## config.mk

```make
export PLATFORM = sky130hd
export DESIGN_NAME = mmio_port_bank
export DESIGN_NICKNAME = d
export VERILOG_FILES = /design/src/rtl/mpb_pkg.sv /design/src/rtl/io_sync.sv /design/src/rtl/edge_latch.sv /design/src/rtl/mmio_port_bank.sv
export SDC_FILE = /design/constraint.sdc
export NUM_CORES = 1
export LEC_CHECK = 0
export BUFFER_PORTS_ARGS = -buffer_cell sky130_fd_sc_hd__buf_2
export CORE_MARGIN = 2
export CORE_UTILIZATION = 25
export CTS_CLUSTER_SIZE = 12
export DETAILED_ROUTE_END_ITERATION = 16
export GPL_TIMING_DRIVEN = 0
export SLEW_MARGIN = 20
export SYNTH_ARGS = -nofsm -noshare
export SYNTH_HDL_FRONTEND = slang
export SYNTH_HIERARCHICAL = 1
export SYNTH_SLANG_ARGS = --single-unit
```

## constraint.sdc

```tcl
create_clock -name clk -period 1.5 [get_ports clk]
set_input_delay 0.15 -clock clk [delete_from_list [all_inputs] [get_ports clk]]
set_output_delay 0.15 -clock clk [all_outputs]
set_load 0.03 [all_outputs]
```

## src/rtl/mpb_pkg.sv

```systemverilog
package mpb_pkg;
   localparam int OFF_CLR_RISE   = 9;
   localparam int OFF_CLR_FALL   = 10;
   localparam int OFF_CTRL       = 15;
   localparam int CTRL_EN_RISE   = 0;
   localparam int CTRL_EN_FALL   = 1;
   localparam int CTRL_FLAG_FALL = 6;
   localparam int CTRL_FLAG_RISE = 7;
   localparam int RISE_PIN       = 0;
   localparam int FALL_PIN       = 1;
endpackage

```

## src/rtl/io_sync.sv

```systemverilog
module io_sync #(
   parameter int WIDTH  = 8,
   parameter int STAGES = 2
) (
   input  logic             clk,
   input  logic             rst_n,
   input  logic [WIDTH-1:0] d,
   output logic [WIDTH-1:0] q
);
   logic [STAGES-1:0][WIDTH-1:0] st;

   for (genvar i = 0; i < STAGES; i++) begin : g_stage
      if (i == 0) begin : g_first
         always_ff @(posedge clk or negedge rst_n)
            if (!rst_n) st[i] <= '1;
            else        st[i] <= d;
      end else begin : g_next
         always_ff @(posedge clk or negedge rst_n)
            if (!rst_n) st[i] <= '1;
            else        st[i] <= st[i-1];
      end
   end

   assign q = st[STAGES-1];
endmodule

```

## src/rtl/edge_latch.sv

```systemverilog
module edge_latch #(
   parameter bit RISING = 1'b1
) (
   input  logic clk,
   input  logic rst_n,
   input  logic level,
   input  logic clr,
   output logic pulse,
   output logic flag
);
   logic prev;

   always_ff @(posedge clk or negedge rst_n)
      if (!rst_n) prev <= 1'b1;
      else        prev <= level;

   if (RISING) begin : g_rise
      assign pulse = level & ~prev;
   end else begin : g_fall
      assign pulse = ~level & prev;
   end

   // a detected edge outranks a clear in the same cycle
   always_ff @(posedge clk or negedge rst_n)
      if (!rst_n)     flag <= 1'b0;
      else if (pulse) flag <= 1'b1;
      else if (clr)   flag <= 1'b0;
endmodule

```

## src/rtl/mmio_port_bank.sv

```systemverilog
module mmio_port_bank
   import mpb_pkg::*;
#(
   parameter int PORTS       = 4,
   parameter int WIDTH       = 8,
   parameter int ADDR_W      = 4,
   parameter int SYNC_STAGES = 2
) (
   input  logic                   clk,
   input  logic                   rst_n,
   input  logic                   bus_sel,
   input  logic                   bus_wr,
   input  logic [ADDR_W-1:0]      bus_addr,
   input  logic [WIDTH-1:0]       bus_wdata,
   output logic [WIDTH-1:0]       bus_rdata,
   input  logic [PORTS*WIDTH-1:0] pin_in,
   output logic [PORTS*WIDTH-1:0] pin_drive_low,
   output logic                   irq_rise,
   output logic                   irq_fall
);
   localparam int NPINS = PORTS * WIDTH;

   initial begin : elab_checks
      assert (PORTS >= 1 && PORTS <= OFF_CLR_RISE)
         else $error("PORTS must lie in 1..%0d", OFF_CLR_RISE);
      assert (WIDTH >= CTRL_FLAG_RISE + 1) else $error("WIDTH too small for control layout");
      assert (ADDR_W >= 4) else $error("ADDR_W must reach offset 0xF");
      assert (SYNC_STAGES >= 2) else $error("SYNC_STAGES must be at least 2");
   end

   logic [PORTS-1:0][WIDTH-1:0] port_q;
   logic [NPINS-1:0]            pin_sync;
   logic [1:0]                  ctrl_en;
   logic rise_pulse, fall_pulse, rise_flag, fall_flag;
   logic hit_clr_rise, hit_clr_fall, wr_ctrl;

   assign hit_clr_rise = bus_sel && (bus_addr == ADDR_W'(OFF_CLR_RISE));
   assign hit_clr_fall = bus_sel && (bus_addr == ADDR_W'(OFF_CLR_FALL));
   assign wr_ctrl      = bus_sel && bus_wr && (bus_addr == ADDR_W'(OFF_CTRL));

   for (genvar p = 0; p < PORTS; p++) begin : g_port
      always_ff @(posedge clk or negedge rst_n)
         if (!rst_n) port_q[p] <= '1;
         else if (bus_sel && bus_wr && bus_addr == ADDR_W'(p)) port_q[p] <= bus_wdata;
   end

   assign pin_drive_low = ~port_q;

   io_sync #(.WIDTH(NPINS), .STAGES(SYNC_STAGES)) u_sync (
      .clk(clk), .rst_n(rst_n), .d(pin_in), .q(pin_sync)
   );

   edge_latch #(.RISING(1'b1)) u_rise (
      .clk(clk), .rst_n(rst_n), .level(pin_sync[RISE_PIN]), .clr(hit_clr_rise),
      .pulse(rise_pulse), .flag(rise_flag)
   );

   edge_latch #(.RISING(1'b0)) u_fall (
      .clk(clk), .rst_n(rst_n), .level(pin_sync[FALL_PIN]), .clr(hit_clr_fall),
      .pulse(fall_pulse), .flag(fall_flag)
   );

   always_ff @(posedge clk or negedge rst_n)
      if (!rst_n)       ctrl_en <= 2'b00;
      else if (wr_ctrl) ctrl_en <= {bus_wdata[CTRL_EN_FALL], bus_wdata[CTRL_EN_RISE]};

   assign irq_rise = rise_flag & ctrl_en[0];
   assign irq_fall = fall_flag & ctrl_en[1];

   always_comb begin
      bus_rdata = '0;
      for (int p = 0; p < PORTS; p++)
         if (bus_addr == ADDR_W'(p)) bus_rdata = pin_sync[p*WIDTH +: WIDTH];
      if (bus_addr == ADDR_W'(OFF_CTRL)) begin
         bus_rdata[CTRL_EN_RISE]   = ctrl_en[0];
         bus_rdata[CTRL_EN_FALL]   = ctrl_en[1];
         bus_rdata[CTRL_FLAG_FALL] = fall_flag;
         bus_rdata[CTRL_FLAG_RISE] = rise_flag;
      end
   end
endmodule

```

=== Yosys cells after proc, flatten, opt, wreduce, memory -nomap -nowiden ===
Index checks and enable logic that the tools add are counted.

* Reductions and logical operators: 11
* Bitwise operators: 7
* $lt $le $gt $ge: 0
* Eq/ne operators: 6
* Multiplexer cells: 10
* Shift-type cells: 0
* $mul: 0
* Add/sub/neg operators: 0
* Divide/modulo/power cells: 0

{| class="wikitable"
|+ Operators by type and width
! cell !! number
|-
| $mux W8 || 4
|-
| $not A32 Y32 || 1
|-
| $eq A4 B4 Y1 const B || 3
|-
| $eq A4 B2 Y1 const B || 2
|-
| $logic_and A1 B1 Y1 || 8
|-
| $and A1 B1 Y1 || 4
|-
| $eq A4 B1 Y1 const B || 1
|-
| $logic_not A4 Y1 || 1
|-
| $mux W1 || 4
|-
| $mux W2 || 2
|-
| $reduce_bool A2 Y1 || 2
|-
| $not A1 Y1 || 2
|}

* Input bits: 48
* Logic and storage cells: 45
* Register bits: 102
* Memories: 0
* Latch bits: 0
* Bits in read-only memories: 0
* RAM bits: 0

=== Depth between registers and ports, before layout ===
Gate-level depths: netlist of the first run.

* Word-level depth: 6
* Gate-level depth with buffers: 6
* Mapped depth without buffers: 4

=== By module ===
The synthesis of the first run kept the hierarchy.

{| class="wikitable"
|+ Modules (own cells, without submodules)
! module !! cells each !! instances !! area each (µm²)
|-
| io_sync || 96 || 1 || 1921.8
|-
| mmio_port_bank || 162 || 1 || 1846.8
|-
| edge_latch || 5 || 2 || 76.3
|}

=== Least setup slack after synthesis of the first run ===
Ideal clock, no wire load.

* Path type: register -> output
* Start point: register u_sync.st (netlist bit u_sync/q[1])
* End point: output bus_rdata[1]
* Slack: -0.096 ns
* Cell stages (with the launch flop): 6
* Data arrival time: 1.446 ns
* Data required time: 1.350 ns
* Cell sequence: dfstp_2 > buf_4 > nor2_1 > o21ai_0 > nand3_1 > a31oi_1

* Word-level cells in the longest chain between the ends: 5

{| class="wikitable"
|+ Ends and longest elaborated chain
! element !! RTL line !! RTL
|-
| from (decl) || io_sync.sv:10 || <nowiki>logic [STAGES-1:0][WIDTH-1:0] st;</nowiki>
|-
| from (signal, indexed assignment) || io_sync.sv:20 || <nowiki>else st[i] <= st[i-1];</nowiki>
|-
| $mux W8 (4 in series) || mmio_port_bank.sv:73 || <nowiki>if (bus_addr == ADDR_W'(p)) bus_rdata = pin_sync[p*WIDTH +: WIDTH];</nowiki>
|-
| $mux W2 || mmio_port_bank.sv:74 || <nowiki>if (bus_addr == ADDR_W'(OFF_CTRL)) begin</nowiki>
|-
| to (decl) || mmio_port_bank.sv:15 || <nowiki>output logic [WIDTH-1:0] bus_rdata,</nowiki>
|}

No other way between the ends.

=== Worst setup path after layout of the first run ===
* Start point: register u_sync.st (netlist bit u_sync/q[12])
* End point: output bus_rdata[4]

* Word-level cells in the longest chain between the ends: 3

{| class="wikitable"
|+ Ends and longest elaborated chain
! element !! RTL line
|-
| $mux W8 (3 in series) || mmio_port_bank.sv:73
|}

No other way between the ends.

==> summary.md, run 1 <==
| Metric | Value |
|---|---|
| Maximum level of the CTS H-tree | `3` |
| Per-cell routed wire length | `11.78 µm` |
| Area growth from synthesis to layout | `33.34%` |
| Iteration count of the initial detailed-routing pass | `4` |
| Detail Placement HPWL | `4.994 mm` |
| Top cell type's share of synthesized area | `0.6567` |
| Syn_nets | `316` |
| Bufs on Longest Clock Path | `2` |
| Vias per std cell | `3.707` |
| Die X-Extent | `129.2 µm` |
| Last element of the critical path | `bus_rdata[4]` |
| Fraction of power spent switching nets | `0.2858` |
| Post-Place Worst Slack | `-0.2159 ns` |
| Clock period minus final worst setup slack | `1.751 ns` |
| Total of warnings raised by yosys | `6` |
| Iteration-0 DRC count of the detailed router | `47` |
| Cells after synthesis | `268` |
| Tightest Pin Transition | `0.4532 ns` |
| Dominant synthesized flop cell | `dfstp_2` |
| Number of distinct library cells after synthesis | `26` |
| Average instance area after synthesis | `14.63 µm²` |
| Share of final-layout standard cells stronger than drive strength 1 | `0.7202` |
| CP Launch Point | `u_sync/q[12]` |
| Die Span Y | `129.2 µm` |
| Failing checks | `negative setup slack` |
| Fraction of power consumed by the clock network | `0.339` |
| Placer congestion estimate | `0.6787` |
| Total GRT Usage | `0.09049` |
| Most area-consuming cells after synthesis | `dfstp_2, mux2_2, buf_4, inv_1, dfrtp_1` |
| Global-route wire length before repair | `11.26 mm` |
| Number of I/O pins | `90` |
| Category of the worst setup path capture point | `primary output` |
| Vias after detailed routing | `2213` |
| Total detailed-routing wirelength | `7.033 mm` |
| Outcome | `finished with violations` |
| Synth Register Bits | `102` |
| Crit-path max FO | `1` |
| RSZ-0062 raised after global routing | `yes` |
| Top cell type by total area after synthesis | `dfstp_2` |
| EDFF count, synth | `0` |
| Cell Count, Final, Fillers Out | `597` |
| Initial cell density of the core | `0.2570` |
| Setup slack on the worst flop-to-flop path | `0.56 ns` |
| TritonCTS clock tree | `built` |
| Count of unresolved DRC violations after routing | `0` |
| Maximum number of pins on one net before global-route repair | `55` |
| Combinational Power Share | `0.176` |
| Max-cap viol count | `0` |
| Startpoint of the worst-slack reg-to-reg timing path | `u_sync/q[1]` |
| Clock transition at path regs | `0.07 ns` |
| Peak ir drop on the vdd network | `0.0006131 V` |
| Final hold vios | `0` |
| Clock buffers created by TritonCTS | `9` |
| Detail Route Antenna Nets | `0` |
| Leakage power | `2.248 nW` |
| Share of power burned in registers | `0.485` |
| Post-Syn Area | `3921 µm²` |
| Cell count after placement | `568` |
| Fraction of synthesis flops using an asynchronous set or reset pin | `1.000` |
| Net load switching power | `1.965 mW` |
| Die Footprint | `16700 µm²` |
| Highest Clock Rate | `571.1 MHz` |
| Vias in the first global route | `2278` |
| Most used standard cells in the synthesized netlist | `dfstp_2, inv_1, buf_4, mux2_2, nor2_1` |
| Number of cells traversed by the worst register-to-register path | `3` |
| CTS sink count | `102` |
| Nets | `429` |
| Library cell with the highest instance count after synthesis | `dfstp_2` |
| IO buf count | `88` |
| Number of antenna violations at the first check in global routing | `0` |
| Worst min path class | `input pin to async pin` |
| Worst Clk Skew | `0.005418 ns` |
| Worst endpoint required time | `1.35 ns` |
| Kind of critical path | `flip-flop to primary output` |
| Buffer type at the clock tree root | `clkbuf_16` |
| Layout fillers | `1488` |
| Antenna cell count | `0` |
| Overflow left after global routing | `0` |
| Number of slew-limit violations in the final report | `0` |
| Min setup slack post-route | `-0.2509 ns` |
| Seq/Total Area, Yosys | `0.6822` |
| Final setup violating endpoints | `8` |
| Crit start category | `flip-flop` |
| Final cycle utilization of the critical path | `1.167` |
| Crit Reg-Reg Endpoint | `u_fall/flag` |
| Worst slew slack as a fraction of its limit | `0.6978` |
| Ratio of total power to cell area | `1315 nW/µm²` |
| Crit path DAT | `1.60 ns` |
| Total number of placement rows | `45` |
| Cell internal pwr | `4.910 mW` |
| Clock network latency to the later pin of the worst-skew pair | `0.35 ns` |
| Total core area | `15260 µm²` |
[flip-flops by register name, indices dropped and copies added, names as in the netlist]
name         count
u_sync/q        32
u_rise/flag      1
ctrl_en          2
u_fall/flag      1
port_q          32
u_fall/prev      1
u_sync/st       32
u_rise/prev      1
[metrics by stage]
stage	TNS (ns)	hold slack (ns)	area, µm²	util	power, mW
final	-1.360	0.03037	5229	0.3427	6.875
after global placement	-13.84	0.2547	4644	0.3044	4.516
after global routing	-1.944	0.06397	5229	0.3427	7.238
after CTS	-1.943	0.04152	5245	0.3437	7.004
after floorplan	0	-0.1456	3940	-	4.135
after detailed placement	-0.6661	0.2562	4678	0.3066	4.560
[layer usage]
metal / GRT usage / up-vias / share of wire
met5: 0 / - / 0
met4: 0.04028 / 0 / 0.016
met3: 0.03592 / 11 / 0.063
met2: 0.1492 / 68 / 0.49
met1: 0.1041 / 1076 / 0.43
li1: - / 1058 / -
[worst min path at each step]
stage	to	startpoint	depth (start not counted)
final	u_sync/st[12]	rst_n	1
after global routing	port_q[2]	bus_wdata[2]	2
after CTS	u_sync/st[12]	rst_n	1
after detailed placement	u_sync/st[21]	pin_in[21]	1
after global placement	u_sync/st[21]	pin_in[21]	1
after floorplan	ctrl_en[0]	rst_n	0
[timing repair]
action,in CTS,in global routing
setup endpoints to repair,8,8
endpoints found under the hold margin,32,0
hold buffers,32,0
buffers inserted,2,0
pin swaps,12,11
gates resized for setup,26,9
[placed cells by master, fill, tap and decap left out, drive strengths merged]
cell type and count:
buf 108, dfstp 98, inv 43, mux2 33, dlygate4sd3 32, clkbuf 10
nor2 9, o21ai 8, nand2 7, and2 6, mux4 5, nand4 4
dfrtp 4, nand3 3, a31oi 3, nand3b 3, nor3b 2, clkinv 2
nor2b 2, a21o 2, nor3 1, and3 1
[kinds of logic after synthesis]
logic type	share of synthesized area
buffers and inverters	0.1126
flip-flops	0.6822
AND/OR/NAND/NOR	0.05999
multiplexers	0.1264
AO/OA/AOI/OAI	0.01883
[power by group through the flow]
stage | sequential [mW] | combinational (mW) | clock (mW)
finish | 3.34 | 1.21 | 2.33
global route | 3.37 | 1.32 | 2.55
CTS | 3.34 | 1.23 | 2.43
detailed placement | 3.38 | 1.18 | 0
global placement | 3.36 | 1.15 | 0
floorplan | 3.34 | 0.799 | 0
[critical path: stages, from the launching register on]
cell,delay [ns]
dfstp_2,0.36
buf_4,0.11
mux4_1,0.48
and2_4,0.17
buf_6,0.13
[layout make-up]
type                    count  area (µm²)  share of cell area
plain buffers              18       142.6             0.02728
clock buffers               9       225.2             0.04307
clock inverters             7       83.83             0.01603
inverters                  38       142.6             0.02728
multi-input cells          89       839.6              0.1606
flip-flops and latches    102        2675              0.5116
well taps                 211       264.0             0.05049
repair buffers            123       855.8              0.1637
Power figures use the tool's default switching activity.
==> run 2, diff against run 1 <==
==> constraint.sdc (replaced) <==
create_clock -name clk -period 1.9 [get_ports clk]
set_input_delay 0.19 -clock clk [delete_from_list [all_inputs] [get_ports clk]]
set_output_delay 0.19 -clock clk [all_outputs]
set_load 0.03 [all_outputs]
==> run 2 against run 1 <==
  * The run now ends clean
  * Final area is 1.4% higher
  * Hold slack better by 0.027 ns
  * Combinational power is 20% lower
  * Clock skew is 0.0016 ns lower
  * Total power is 19% lower
  * Sequential share of layout area is 0.70 points lower
  * Die area stayed put
  * Utilization is 0.48 points higher
  * Non-clock buffer count is 14 higher
  * Wire length is 2.8% higher
  * Cell count is 2.3% higher
  * First-iteration DRC count is 32% higher
  * Largest cell class unchanged
==> summary.md, run 2 (synthesis gave the netlist of run 1 again) <==
| Metric | Value |
|---|---|
| Iteration-0 DRC count of the detailed router | `62` |
| Critical path, cell by cell | `buf_4, mux4_1, and2_1, buf_2` |
| Total core area | `15260 µm²` |
| Category of the worst setup path capture point | `primary output` |
| CTS sink count | `102` |
| Per-cell routed wire length | `11.83 µm` |
| Vias in the first global route | `2413` |
| Number of I/O pins | `90` |
| IO buf count | `88` |
| Crit path DAT | `1.64 ns` |
| Leakage power | `2.306 nW` |
| RSZ-0062 raised after global routing | `yes` |
| Kind of critical path | `flip-flop to primary output` |
| Total number of placement rows | `45` |
| Iteration count of the initial detailed-routing pass | `4` |
| Longest individual stage delay on the worst path | `0.47 ns` |
| Clock transition at path regs | `0.07 ns` |
| Detail Placement HPWL | `4.998 mm` |
| Clock period minus final worst setup slack | `1.831 ns` |
| Slowest cell on the critical path | `mux4_1` |
| Worst hold slack after final layout | `0.05708 ns` |
| Nets | `443` |
| Area growth from synthesis to layout | `35.19%` |
| Clock network latency to the later pin of the worst-skew pair | `0.35 ns` |
| Number of antenna violations at the first check in global routing | `0` |
| Final cycle utilization of the critical path | `0.9637` |
| Clock buffers created by TritonCTS | `9` |
| Count of unresolved DRC violations after routing | `0` |
| Final setup violating endpoints | `0` |
| Summed negative setup slack over all endpoints | `0 ns` |
| Ratio of total power to cell area | `1056 nW/µm²` |
| Leading cell type in the layout, fill and taps excluded | `dfstp_2` |
| Tightest Pin Transition | `0.5297 ns` |
| Total GRT Usage | `0.09444` |
| Placer congestion estimate | `0.6713` |
| Final hold vios | `0` |
| Gate family responsible for the most delay along the worst path | `multiplexers` |
| Die Span Y | `129.2 µm` |
| Critical path buffers and inverters | `2` |
| Overflow left after global routing | `0` |
| Global-route wire length before repair | `11.66 mm` |
| Commonest non-fill, non-tap cells in the layout | `dfstp_2, buf_2, inv_1, buf_4, mux2_2` |
| Share of final-layout standard cells stronger than drive strength 1 | `0.7075` |
| Worst Clk Skew | `0.003819 ns` |
| Die Footprint | `16700 µm²` |
| Die X-Extent | `129.2 µm` |
| Outcome | `finished, final reports clean` |
| Worst endpoint required time | `1.71 ns` |
| TritonCTS clock tree | `built` |
| Max-cap viol count | `0` |
| Overall power of the completed layout | `5.600 mW` |
| Number of slew-limit violations in the final report | `0` |
| Total detailed-routing wirelength | `7.229 mm` |
| Vias after detailed routing | `2271` |
| Maximum number of pins on one net before global-route repair | `57` |
| Worst slew slack as a fraction of its limit | `0.6469` |
| Maximum level of the CTS H-tree | `3` |
| Crit start category | `flip-flop` |
| Worst min path class | `input pin to async pin` |
| Crit-path max FO | `1` |
| Antenna cell count | `0` |
| Detail Route Antenna Nets | `0` |
| Bufs on Longest Clock Path | `2` |
| Peak ir drop on the vdd network | `0.0005580 V` |
| Highest Clock Rate | `546.1 MHz` |
| Buffer type at the clock tree root | `clkbuf_16` |
| Initial cell density of the core | `0.2570` |
| Vias per std cell | `3.717` |
-- run 2: worst reg2reg max path, cell delays in order, from the launching register on --
cell	delay (ns)
dfstp_2	0.53
buf_4	0.12
nor2b_4	0.03
a21o_1	0.14
-- run 2: layout make-up --
cell class | instances | area, µm²
Buffer | 33 | 257.7
Multi-Input combinational cell | 89 | 810.8
Inverter | 38 | 142.6
Clock buffer | 9 | 225.2
Fill cell | 1454 | 9957
Tap cell | 211 | 264.0
Clock inverter | 7 | 102.6
Sequential cell | 102 | 2675
Timing Repair Buffer | 122 | 823.3
-- run 2: per-stage QoR --
stage                     setup slack [ns]  utilization  cells  cell area (µm²)
after global routing             -0.006622       0.3474    611             5301
after detailed placement           0.09749       0.3054    568             4659
after CTS                         0.006299       0.3483    615             5315
after global placement             -0.2318       0.3032    567             4626
final                              0.06899       0.3474    611             5301
after floorplan                     0.2641            -    268             3921
-- run 2: path summary, 6_finish.rpt --
| path | startpoint | end | slack [ns] | cells past startpoint |
|---|---|---|---|---|
| setup / recovery | u_sync/q[11] | bus_rdata[3] | 0.07 | 4 |
| max in group asynchronous | rst_n | u_sync/q[8] | 1.51 | 2 |
| setup reg to reg | u_sync/q[1] | u_fall/flag | 0.97 | 3 |
| min in group clk | bus_wdata[3] | port_q[11] | 0.11 | 2 |
| hold / removal | rst_n | u_sync/q[11] | 0.06 | 1 |
| hold reg to reg | u_sync/st[28] | u_sync/q[28] | 0.36 | 0 |
-- run 2: per-layer routing --
layer	up-vias	GRT usage	wire, µm
li1	1083	-	-
met2	78	0.1598	3546
met5	-	0	0
met4	0	0.04412	134
met3	10	0.03468	444
met1	1100	0.1061	3103
-- run 2: power breakdown --
group | total (mW) | internal (mW) | switching, mW
clock | 2.00 | 1.17 | 0.830
combinational | 0.968 | 0.398 | 0.570
sequential | 2.63 | 2.54 | 0.0934
total | 5.60 | 4.11 | 1.49
-- run 2: what timing repair did --
item                                    CTS  global route
resized for setup                         6            20
buffers inserted                          0             1
endpoints found under the hold margin    32             0
hold buffers                             32             0
gates cloned                              0             0
endpoints found under the setup margin    2             7
pin swaps                                 3            10
